$ cat src/rtl/tsens_seq_pkg.sv
package tsens_seq_pkg;

  typedef enum logic [3:0] {
    ST_OFF,
    ST_UP_BCLK,
    ST_UP_BRST,
    ST_UP_SCLK,
    ST_UP_PD,
    ST_UP_PWR,
    ST_UP_RST,
    ST_ON,
    ST_DN_STOP,
    ST_DN_PD,
    ST_DN_SRST,
    ST_DN_SCLK,
    ST_DN_BRST
  } seq_state_e;

  localparam int CW_RSTN = 0;
  localparam int CW_PD   = 1;
  localparam int CW_RUN  = 2;

  typedef struct packed {
    logic bus_clk;
    logic bus_rst_n;
    logic sns_clk;
    logic sns_rst_n;
  } dom_t;

  // Minimum time in ns to whole clock cycles, rounded up, never below one.
  function automatic int unsigned ns2cyc(longint unsigned ns, longint unsigned hz);
    longint unsigned c;
    c = (ns * hz + 64'd999_999_999) / 64'd1_000_000_000;
    if (c == 64'd0) c = 64'd1;
    return 32'(c);
  endfunction

endpackage

$ cat src/rtl/tsens_wait_timer.sv
module tsens_wait_timer #(
  parameter int TW = 13
) (
  input  logic          clk,
  input  logic          rst,
  input  logic          start,
  input  logic [TW-1:0] len,
  output logic          expired
);
  logic [TW-1:0] cnt_q;

  // Loaded with len-1 on entry, so the owning state lasts len cycles.
  always_ff @(posedge clk) begin
    if (rst)                 cnt_q <= '0;
    else if (start)          cnt_q <= len - 1'b1;
    else if (cnt_q != '0)    cnt_q <= cnt_q - 1'b1;
  end

  assign expired = (cnt_q == '0);
endmodule

$ cat src/rtl/tsens_seq_fsm.sv
module tsens_seq_fsm
  import tsens_seq_pkg::*;
#(
  parameter int          TW         = 13,
  parameter int unsigned SETTLE_CYC = 125,
  parameter int unsigned PWR_CYC    = 6263,
  parameter int unsigned SETUP_CYC  = 125
) (
  input  logic          clk,
  input  logic          rst,
  input  logic          en_req,
  input  logic          dis_req,
  input  logic          expired,
  output seq_state_e    state_q,
  output logic          tmr_start,
  output logic [TW-1:0] tmr_len
);
  seq_state_e state_d;
  logic       target_q, target_d;

  // Latest request wins; disable beats enable in the same cycle.
  always_comb begin
    target_d = target_q;
    if (en_req)  target_d = 1'b1;
    if (dis_req) target_d = 1'b0;
  end

  always_comb begin
    state_d = state_q;
    unique case (state_q)
      ST_OFF:     if (target_d)  state_d = ST_UP_BCLK;
      ST_UP_BCLK:                state_d = ST_UP_BRST;
      ST_UP_BRST:                state_d = ST_UP_SCLK;
      ST_UP_SCLK:                state_d = ST_UP_PD;
      ST_UP_PD:   if (expired)   state_d = ST_UP_PWR;
      ST_UP_PWR:  if (expired)   state_d = ST_UP_RST;
      ST_UP_RST:  if (expired)   state_d = ST_ON;
      ST_ON:      if (!target_d) state_d = ST_DN_STOP;
      ST_DN_STOP:                state_d = ST_DN_PD;
      ST_DN_PD:                  state_d = ST_DN_SRST;
      ST_DN_SRST:                state_d = ST_DN_SCLK;
      ST_DN_SCLK:                state_d = ST_DN_BRST;
      ST_DN_BRST:                state_d = ST_OFF;
      default:                   state_d = ST_OFF;
    endcase
  end

  always_comb begin
    tmr_start = 1'b0;
    tmr_len   = '0;
    if (state_d != state_q) begin
      unique case (state_d)
        ST_UP_PD:  begin tmr_start = 1'b1; tmr_len = TW'(SETTLE_CYC); end
        ST_UP_PWR: begin tmr_start = 1'b1; tmr_len = TW'(PWR_CYC);    end
        ST_UP_RST: begin tmr_start = 1'b1; tmr_len = TW'(SETUP_CYC);  end
        default:   ;
      endcase
    end
  end

  always_ff @(posedge clk) begin
    if (rst) begin
      state_q  <= ST_OFF;
      target_q <= 1'b0;
    end else begin
      state_q  <= state_d;
      target_q <= target_d;
    end
  end
endmodule

$ cat src/rtl/tsens_seq_decode.sv
module tsens_seq_decode
  import tsens_seq_pkg::*;
(
  input  seq_state_e  state,
  output logic [2:0]  ctrl,
  output dom_t        dom,
  output logic        busy,
  output logic        ready
);
  always_comb begin
    ctrl         = '0;
    ctrl[CW_PD]  = 1'b1;
    dom          = '{default: 1'b1};
    busy         = 1'b1;
    ready        = 1'b0;
    unique case (state)
      ST_OFF:     begin dom = '0; busy = 1'b0; end
      ST_UP_BCLK: dom = '{bus_clk: 1'b1, default: 1'b0};
      ST_UP_BRST: dom = '{bus_clk: 1'b1, bus_rst_n: 1'b1, default: 1'b0};
      ST_UP_SCLK: dom = '{sns_rst_n: 1'b0, default: 1'b1};
      ST_UP_PD:   ;
      ST_UP_PWR:  ctrl = '0;
      ST_UP_RST:  begin ctrl = '0; ctrl[CW_RSTN] = 1'b1; end
      ST_ON: begin
        ctrl = '0; ctrl[CW_RSTN] = 1'b1; ctrl[CW_RUN] = 1'b1;
        busy = 1'b0; ready = 1'b1;
      end
      ST_DN_STOP: begin ctrl = '0; ctrl[CW_RSTN] = 1'b1; end
      ST_DN_PD:   ;
      ST_DN_SRST: dom = '{sns_rst_n: 1'b0, default: 1'b1};
      ST_DN_SCLK: dom = '{bus_clk: 1'b1, bus_rst_n: 1'b1, default: 1'b0};
      ST_DN_BRST: dom = '{bus_clk: 1'b1, default: 1'b0};
      default:    begin dom = '0; busy = 1'b0; end
    endcase
  end
endmodule

$ cat src/rtl/tsens_seq.sv
module tsens_seq
  import tsens_seq_pkg::*;
#(
  parameter longint unsigned CLK_HZ    = 125_000_000,
  parameter longint unsigned SETTLE_NS = 1000,
  parameter longint unsigned PWRUP_NS  = 50000,
  parameter longint unsigned TRST_NS   = 100,
  parameter longint unsigned SETUP_NS  = 1000
) (
  input  logic       clk,
  input  logic       rst,
  input  logic       en_req,
  input  logic       dis_req,
  output logic [2:0] ctrl_word,
  output logic       bus_clk_en,
  output logic       bus_rst_n,
  output logic       sns_clk_en,
  output logic       sns_rst_n,
  output logic       busy,
  output logic       ready
);
  localparam int unsigned SETTLE_CYC = ns2cyc(SETTLE_NS, CLK_HZ);
  localparam int unsigned PWR_CYC    = ns2cyc(PWRUP_NS + TRST_NS, CLK_HZ);
  localparam int unsigned SETUP_CYC  = ns2cyc(SETUP_NS, CLK_HZ);
  localparam int unsigned MAX_A      = (SETTLE_CYC > SETUP_CYC) ? SETTLE_CYC : SETUP_CYC;
  localparam int unsigned MAX_CYC    = (PWR_CYC > MAX_A) ? PWR_CYC : MAX_A;
  localparam int          TW         = $clog2(MAX_CYC + 1);

  seq_state_e    state_q;
  logic          tmr_start, expired;
  logic [TW-1:0] tmr_len;
  dom_t          dom;

  tsens_seq_fsm #(
    .TW(TW), .SETTLE_CYC(SETTLE_CYC), .PWR_CYC(PWR_CYC), .SETUP_CYC(SETUP_CYC)
  ) u_fsm (
    .clk(clk), .rst(rst), .en_req(en_req), .dis_req(dis_req),
    .expired(expired), .state_q(state_q),
    .tmr_start(tmr_start), .tmr_len(tmr_len)
  );

  tsens_wait_timer #(.TW(TW)) u_tmr (
    .clk(clk), .rst(rst), .start(tmr_start), .len(tmr_len), .expired(expired)
  );

  tsens_seq_decode u_dec (
    .state(state_q), .ctrl(ctrl_word), .dom(dom), .busy(busy), .ready(ready)
  );

  assign bus_clk_en = dom.bus_clk;
  assign bus_rst_n  = dom.bus_rst_n;
  assign sns_clk_en = dom.sns_clk;
  assign sns_rst_n  = dom.sns_rst_n;
endmodule

$ cat config.mk
export PLATFORM = sky130hd
export DESIGN_NAME = tsens_seq
export DESIGN_NICKNAME = d
export VERILOG_FILES = /design/src/rtl/tsens_seq_pkg.sv /design/src/rtl/tsens_wait_timer.sv /design/src/rtl/tsens_seq_fsm.sv /design/src/rtl/tsens_seq_decode.sv /design/src/rtl/tsens_seq.sv
export SDC_FILE = /design/constraint.sdc
export NUM_CORES = 1
export LEC_CHECK = 0
export ABC_AREA = 1
export BUFFER_PORTS_ARGS = -buffer_cell sky130_fd_sc_hd__buf_4
export CORE_UTILIZATION = 50
export CTS_CLUSTER_DIAMETER = 200
export DETAILED_ROUTE_END_ITERATION = 6
export PLACE_DENSITY_LB_ADDON = 0.12
export SLEW_MARGIN = 10
export SYNTH_ARGS = -nofsm -noshare
export SYNTH_HDL_FRONTEND = slang
export SYNTH_SLANG_ARGS = --single-unit
export TNS_END_PERCENT = 10
$ cat constraint.sdc
create_clock -name clk -period 2.4 [get_ports clk]
set_clock_uncertainty 0.1 [all_clocks]
set_input_delay 0.36 -clock clk [delete_from_list [all_inputs] [get_ports clk]]
set_output_delay 0.36 -clock clk [all_outputs]
set_load 0.01 [all_outputs]
==> results.ini, run 1 <==
[status]
outcome = finished, violations left
violations = setup timing

[clocking]
clk_pin_slew_ps = 110
tritoncts = done
clockRootBuffer = clkbuf_4
cts_buffers = 3
clockBufferDepth = 2
h-tree-depth = 1
clock_latency_ps = 310
cts_sinks = 18
holdBufCountCts = 0

[setup_path]
worst_path_largest_cell_delay_ps = 330
cp.required_ps = 2550
rr_startpoint = u_tmr.cnt_q[0]
cp_max_fo = 7
worstSetupPathType = flip-flop to flip-flop
slowest_stage = dfxtp_2
crit_start = u_tmr.cnt_q[0]
crit_chain = or2_1, nor2_2, buf_4, nand3_4, nand3_4, nand2_1, nand3_2, nand2_4, nand2_2, nand2_2, inv_2, ha_4, nand3_4, nor2_8, xor2_1, nand2_1, nor2_1
critPathCaptureType = flip-flop
crit_family = simple AND/OR/NAND/NOR gates
critPathMostFrequentCell = nand3_4
crit_buf_inv = 2
crit_arrival_ps = 2550
crit_path_start_kind = flip-flop

[grt]
track_usage = 0.283
antenna_found_initial = 0
grt_pass1_wl_um = 5760
grt_max_degree = 11
grt_pass1_vias = 1344
grt_overflow = 0

[synthesis]
synth_nets = 212
synth_top_family_by_area = simple AND/OR/NAND/NOR gates
yosys.area.top_type = dfxtp_1
ys_types = 36
synth_area_mm2 = 0.00132
async_flop_share = 0
ys_top_cells_by_count = nand2_1 (51), nor2_1 (37), inv_1 (27)
synthTopCellsByArea = dfxtp_1 (27%), nand2_1 (15%), nor2_1 (11%), inv_1 (7.7%), nand3_1 (4.9%)
yosysMostFrequentCell = nand2_1
synth.yosys.seq_area_share = 0.274
synth_seq_cells = 18
syn_area_per_cell_um2 = 6.35
synth_adder_area_share = 0.00951
synth_xor_area_frac = 0.00666
synthMuxAreaShare = 0
synth_edf_count = 0
synth_warnings = 0
synth_compound_gate_area_share = 0.102
syn-instance-count = 207
synthSimpleGateAreaFrac = 0.492
synth_top_flop_cell = dfxtp_1
synth_top_area_share = 0.274

[placement]
dp.cells = 274
pre_cts_ws_ps = -228
dp_hpwl_um = 2700
place.gp.congestion = 0.962
io_buffers = 12

[route]
drt_iter0_drc = 66
drt_pass1_iterations = 4
routed.top_layer = met4
num_vias = 1547
m1WireLength_um = 1800
dr_wl_met3_um = 175
route.antenna.remaining_nets = 0
drc = 0
avgViaCountPerCell = 5.41
wl_per_cell_um = 13.8
routed_wl_um = 3950
dr_wl_met2_um = 1930

[finish]
fillCellCount = 200
antenna_cells = 0
nNetsFinal = 262
syn_to_final_growth_pct = 40.1
multiInputGateArea_um2 = 910
drive_gt1_frac = 0.406
seq_area_um2 = 372
instances_no_fill = 286

[floorplan]
die_x_um = 53.3
core_area_mm2 = 0.00248
start_util = 0.531
rows = 18
dieHeight_um = 53.3
die_area_mm2 = 0.00284
io-pin-count = 13

[timing]
rsz0062_at_grt = yes
min_period_ps = 2400
hold_viol_final = 0
worst_pin_slew_ps = 572
setup_viol = 1
period_share = 1.00
setup_ws_ps = -3.17
whs_ps = 167
slew_viol_final = 0
fmax_mhz = 416
finalSetupTns_ps = -3.17
maxSlewHeadroom = 0.614

[pwr]
leakagePower_nw = 0.978
total_power_mw = 2.13
powerDensity_mw_per_mm2 = 1160
ir_worst_vdd_mv = 0.897

[job]
max_cap_violations = 0

[worst_hold_path]
worstHoldStart = rst
hold_path_class = input port to flip-flop

flip-flops by register name (all words and copies together), names as in the netlist:
signal,count
u_tmr.cnt_q,13
u_fsm.state_q,4
u_fsm.target_q,1
report_power, final:
part           total (mW)  internal, mW  switching (mW)
registers           0.471         0.399          0.0718
clock network       0.203        0.0927           0.110
logic                1.46         0.627           0.829
total                2.13          1.12            1.01
worst paths after layout:
kind / end / slack (ps) / depth (start not counted)
setup reg to reg: u_tmr.cnt_q[4] / -3 / 17
hold / removal: u_fsm.state_q[3] / 170 / 2
setup / recovery: u_tmr.cnt_q[4] / -3 / 17
hold reg to reg: u_tmr.cnt_q[6] / 510 / 3
placed cells by master (no fill, tap or decap), types with 2 or more instances in the layout:
cell type,n
o21ai_0,2
nor2_4,6
o21ai_1,3
nor2_1,31
nor2_2,5
dfxtp_2,6
nand2_4,3
buf_4,48
nand3_4,3
nand2_1,45
inv_2,7
clkbuf_4,3
nor3_2,2
nand3_2,3
inv_1,25
a31oi_1,3
a21boi_0,2
nand4_1,5
nand2_2,9
a21oi_1,5
nand3_1,11
dfxtp_1,11
cell type report:
cell class,instances,area share
sequential,18,0.202
timing repair buffer,48,0.196
inverter,33,0.0686
clock buffer,4,0.0197
multi-input combinational,153,0.494
tap,30,0.0204
metrics by stage:
stage / cell area (um^2) / utilization
4_1_cts: 1690 / 0.682
5_1_grt: 1840 / 0.743
2_1_floorplan: 1320 / -
3_3_place_gp: 1620 / 0.656
6_report: 1840 / 0.743
3_5_place_dp: 1620 / 0.656
cell families after synthesis:
logic type / count (synthesis)
AND/OR/NAND/NOR: 129
buffers and inverters: 36
AO/OA/AOI/OAI: 22
flip-flops: 18
XOR/XNOR: 1
adder cells (fa/ha/maj): 1
repair_timing:
item | 4_1_cts | 5_1_grt
setup buffers | 1 | 7
gates resized for setup | 11 | 27
endpoints found under the setup margin | 8 | 12
pin swaps | 5 | 13
metal layers:
layer,track usage,vias to the layer above
met4,0.0702,0
met2,0.458,57
met5,0,-
met3,0.0489,5
li1,-,759
met1,0.383,726
Note: power is estimated with default switching activity, not from simulation.
==> run 2: changes to the inputs <==
==> constraint.sdc (replaced) <==
create_clock -name clk -period 2.4 [get_ports clk]
set_clock_uncertainty 0.1 [all_clocks]
set_input_delay 0.12 -clock clk [delete_from_list [all_inputs] [get_ports clk]]
set_output_delay 0.12 -clock clk [all_outputs]
set_load 0.01 [all_outputs]
==> results.ini, run 2 (synthesis results as in run 1) <==
[worst_hold_path]
holdPathStages = 4
worstHoldEndpoint = u_fsm.target_q
hold_path_class = input port to flip-flop
worstHoldStart = dis_req

[pwr]
powerDensity_mw_per_mm2 = 1120
leakagePower_nw = 0.923
ir_worst_vdd_mv = 0.786

[setup_path]
reg2reg_to = u_tmr.cnt_q[4]
cp.required_ps = 2540
crit_arrival_ps = 2480
rr_worst_depth = 19
cp_max_fo = 7
critPathCaptureType = flip-flop
reg2reg_slack_ps = 60
critPathMostFrequentCell = nand2_2
worstSetupPathType = flip-flop to flip-flop
slowest_stage = dfxtp_2
worst_path_largest_cell_delay_ps = 360
crit_chain = nor2_2, nand2_1, nor2_2, nand2_2, nand2_2, nand3_4, inv_2, nand2_2, nand2_2, nand2_4, nand2_1, nand2_2, inv_2, ha_4, nand3_4, nor2_8, xor2_1, nand2_1, nor2_1
rr_startpoint = u_tmr.cnt_q[8]
crit_path_start_kind = flip-flop

[finish]
reg.largest.list = u_tmr.cnt_q: 13 flops, u_fsm.state_q: 4 flops, u_fsm.target_q: 1 flops
nNetsFinal = 250
largest_reg_flops = 13
fillCellCount = 198
top_register = u_tmr.cnt_q
syn_to_final_growth_pct = 34.3
layout_commonest_cell = nand2_1
instances_no_fill = 274
drive_gt1_frac = 0.385
layout_common_cells = nand2_1 (43), buf_4 (35), nor2_1 (30)
antenna_cells = 0
design_area_mm2 = 0.00177

[placement]
dp.cells = 264
io_buffers = 12
dp_hpwl_um = 2660
place.gp.congestion = 0.994
pre_cts_ws_ps = -69.2
place_area_mm2 = 0.00155

[route]
avgViaCountPerCell = 5.27
route.antenna.remaining_nets = 0
drc = 0
routed_wl_um = 3580
drt_iter0_drc = 53
num_vias = 1443
wl_per_cell_um = 13.1
drt_pass1_iterations = 4

[floorplan]
rows = 18
die_x_um = 53.3
io-pin-count = 13
die_area_mm2 = 0.00284
start_util = 0.531
dieHeight_um = 53.3
core_area_mm2 = 0.00248

[clocking]
cts_buffers = 3
cts_sinks = 18
tritoncts = done
clockBufferDepth = 2
clock_latency_ps = 310
clk_pin_slew_ps = 120
h-tree-depth = 1
clockRootBuffer = clkbuf_4

[timing]
fmax_mhz = 427
finalSetupTns_ps = 0
setup_ws_ps = 60.4
rsz0062_at_grt = yes
setup_viol = 0
maxSlewHeadroom = 0.730
slew_viol_final = 0
hold_viol_final = 0
whs_ps = 132
worst_pin_slew_ps = 400
period_share = 0.975
min_period_ps = 2340

[grt]
grt_pass1_wl_um = 5400
track_usage = 0.265
grt_overflow = 0
antenna_found_initial = 0
grt_pass1_vias = 1282
grt_max_degree = 11

[job]
max_cap_violations = 0

[status]
outcome = completed

-- run 2: cell types whose count changed in the layout (fill, tap and decap cells not counted), sizes merged --
cell,delta
dlygate4sd3,+1
buf,-13
-- run 2: metrics by stage --
step           power [mW]  utilization
2_1_floorplan        1.25            -
3_3_place_gp         1.53        0.625
3_5_place_dp         1.56        0.625
4_1_cts              1.77        0.652
5_1_grt              2.12        0.713
6_report             1.97        0.713
-- run 2: per-layer routing --
| metal | track usage | routed length, um |
|---|---|---|
| met1 | 0.360 | 1720 |
| met2 | 0.402 | 1610 |
| met3 | 0.0546 | 177 |
| met4 | 0.105 | 76 |
| met5 | 0 | 0 |
-- run 2: area by class of cell --
cell class              instances  area, um^2  share of cell area
multi-input cells             153         916               0.519
flip-flops and latches         18         377               0.213
repair buffers                 36         273               0.155
inverters                      33         126              0.0716
well taps                      30        37.5              0.0213
clock buffers                   4        36.3              0.0206
-- run 2: timing repair --
item / in CTS / in global routing
hold buffers: 1 / 0
gates resized for setup: 5 / 38
pin swaps: 2 / 16
endpoints found under the hold margin: 7 / 0
setup buffers: 1 / 4
endpoints found under the setup margin: 5 / 12
-- run 2: critical path, delay by kind of cell, from the launching register on --
family	cells	cell delay, ps
AND/OR/NAND/NOR	15	1370
XOR/XNOR	1	160
buffers and inverters	2	130
flip-flops	1	360
adder cells (fa/ha/maj)	1	140
-- run 2: power breakdown --
group / total [mW] / internal, mW / switching [mW] / leakage, nW
Sequential: 0.480 / 0.399 / 0.0803 / 0.152
Clock: 0.193 / 0.0927 / 0.100 / 0.0210
Combinational: 1.30 / 0.543 / 0.755 / 0.750
Total: 1.97 / 1.04 / 0.936 / 0.923
-- run 2: worst max-delay path by stage --
stage | start | to | cells after the start
6_report | u_tmr.cnt_q[8] | u_tmr.cnt_q[4] | 19
5_1_grt | u_tmr.cnt_q[4] | u_tmr.cnt_q[4] | 19
4_1_cts | u_tmr.cnt_q[12] | u_tmr.cnt_q[8] | 18
3_5_place_dp | u_tmr.cnt_q[4] | u_tmr.cnt_q[8] | 19
3_3_place_gp | u_tmr.cnt_q[5] | u_tmr.cnt_q[8] | 19
2_1_floorplan | u_tmr.cnt_q[4] | u_tmr.cnt_q[8] | 19
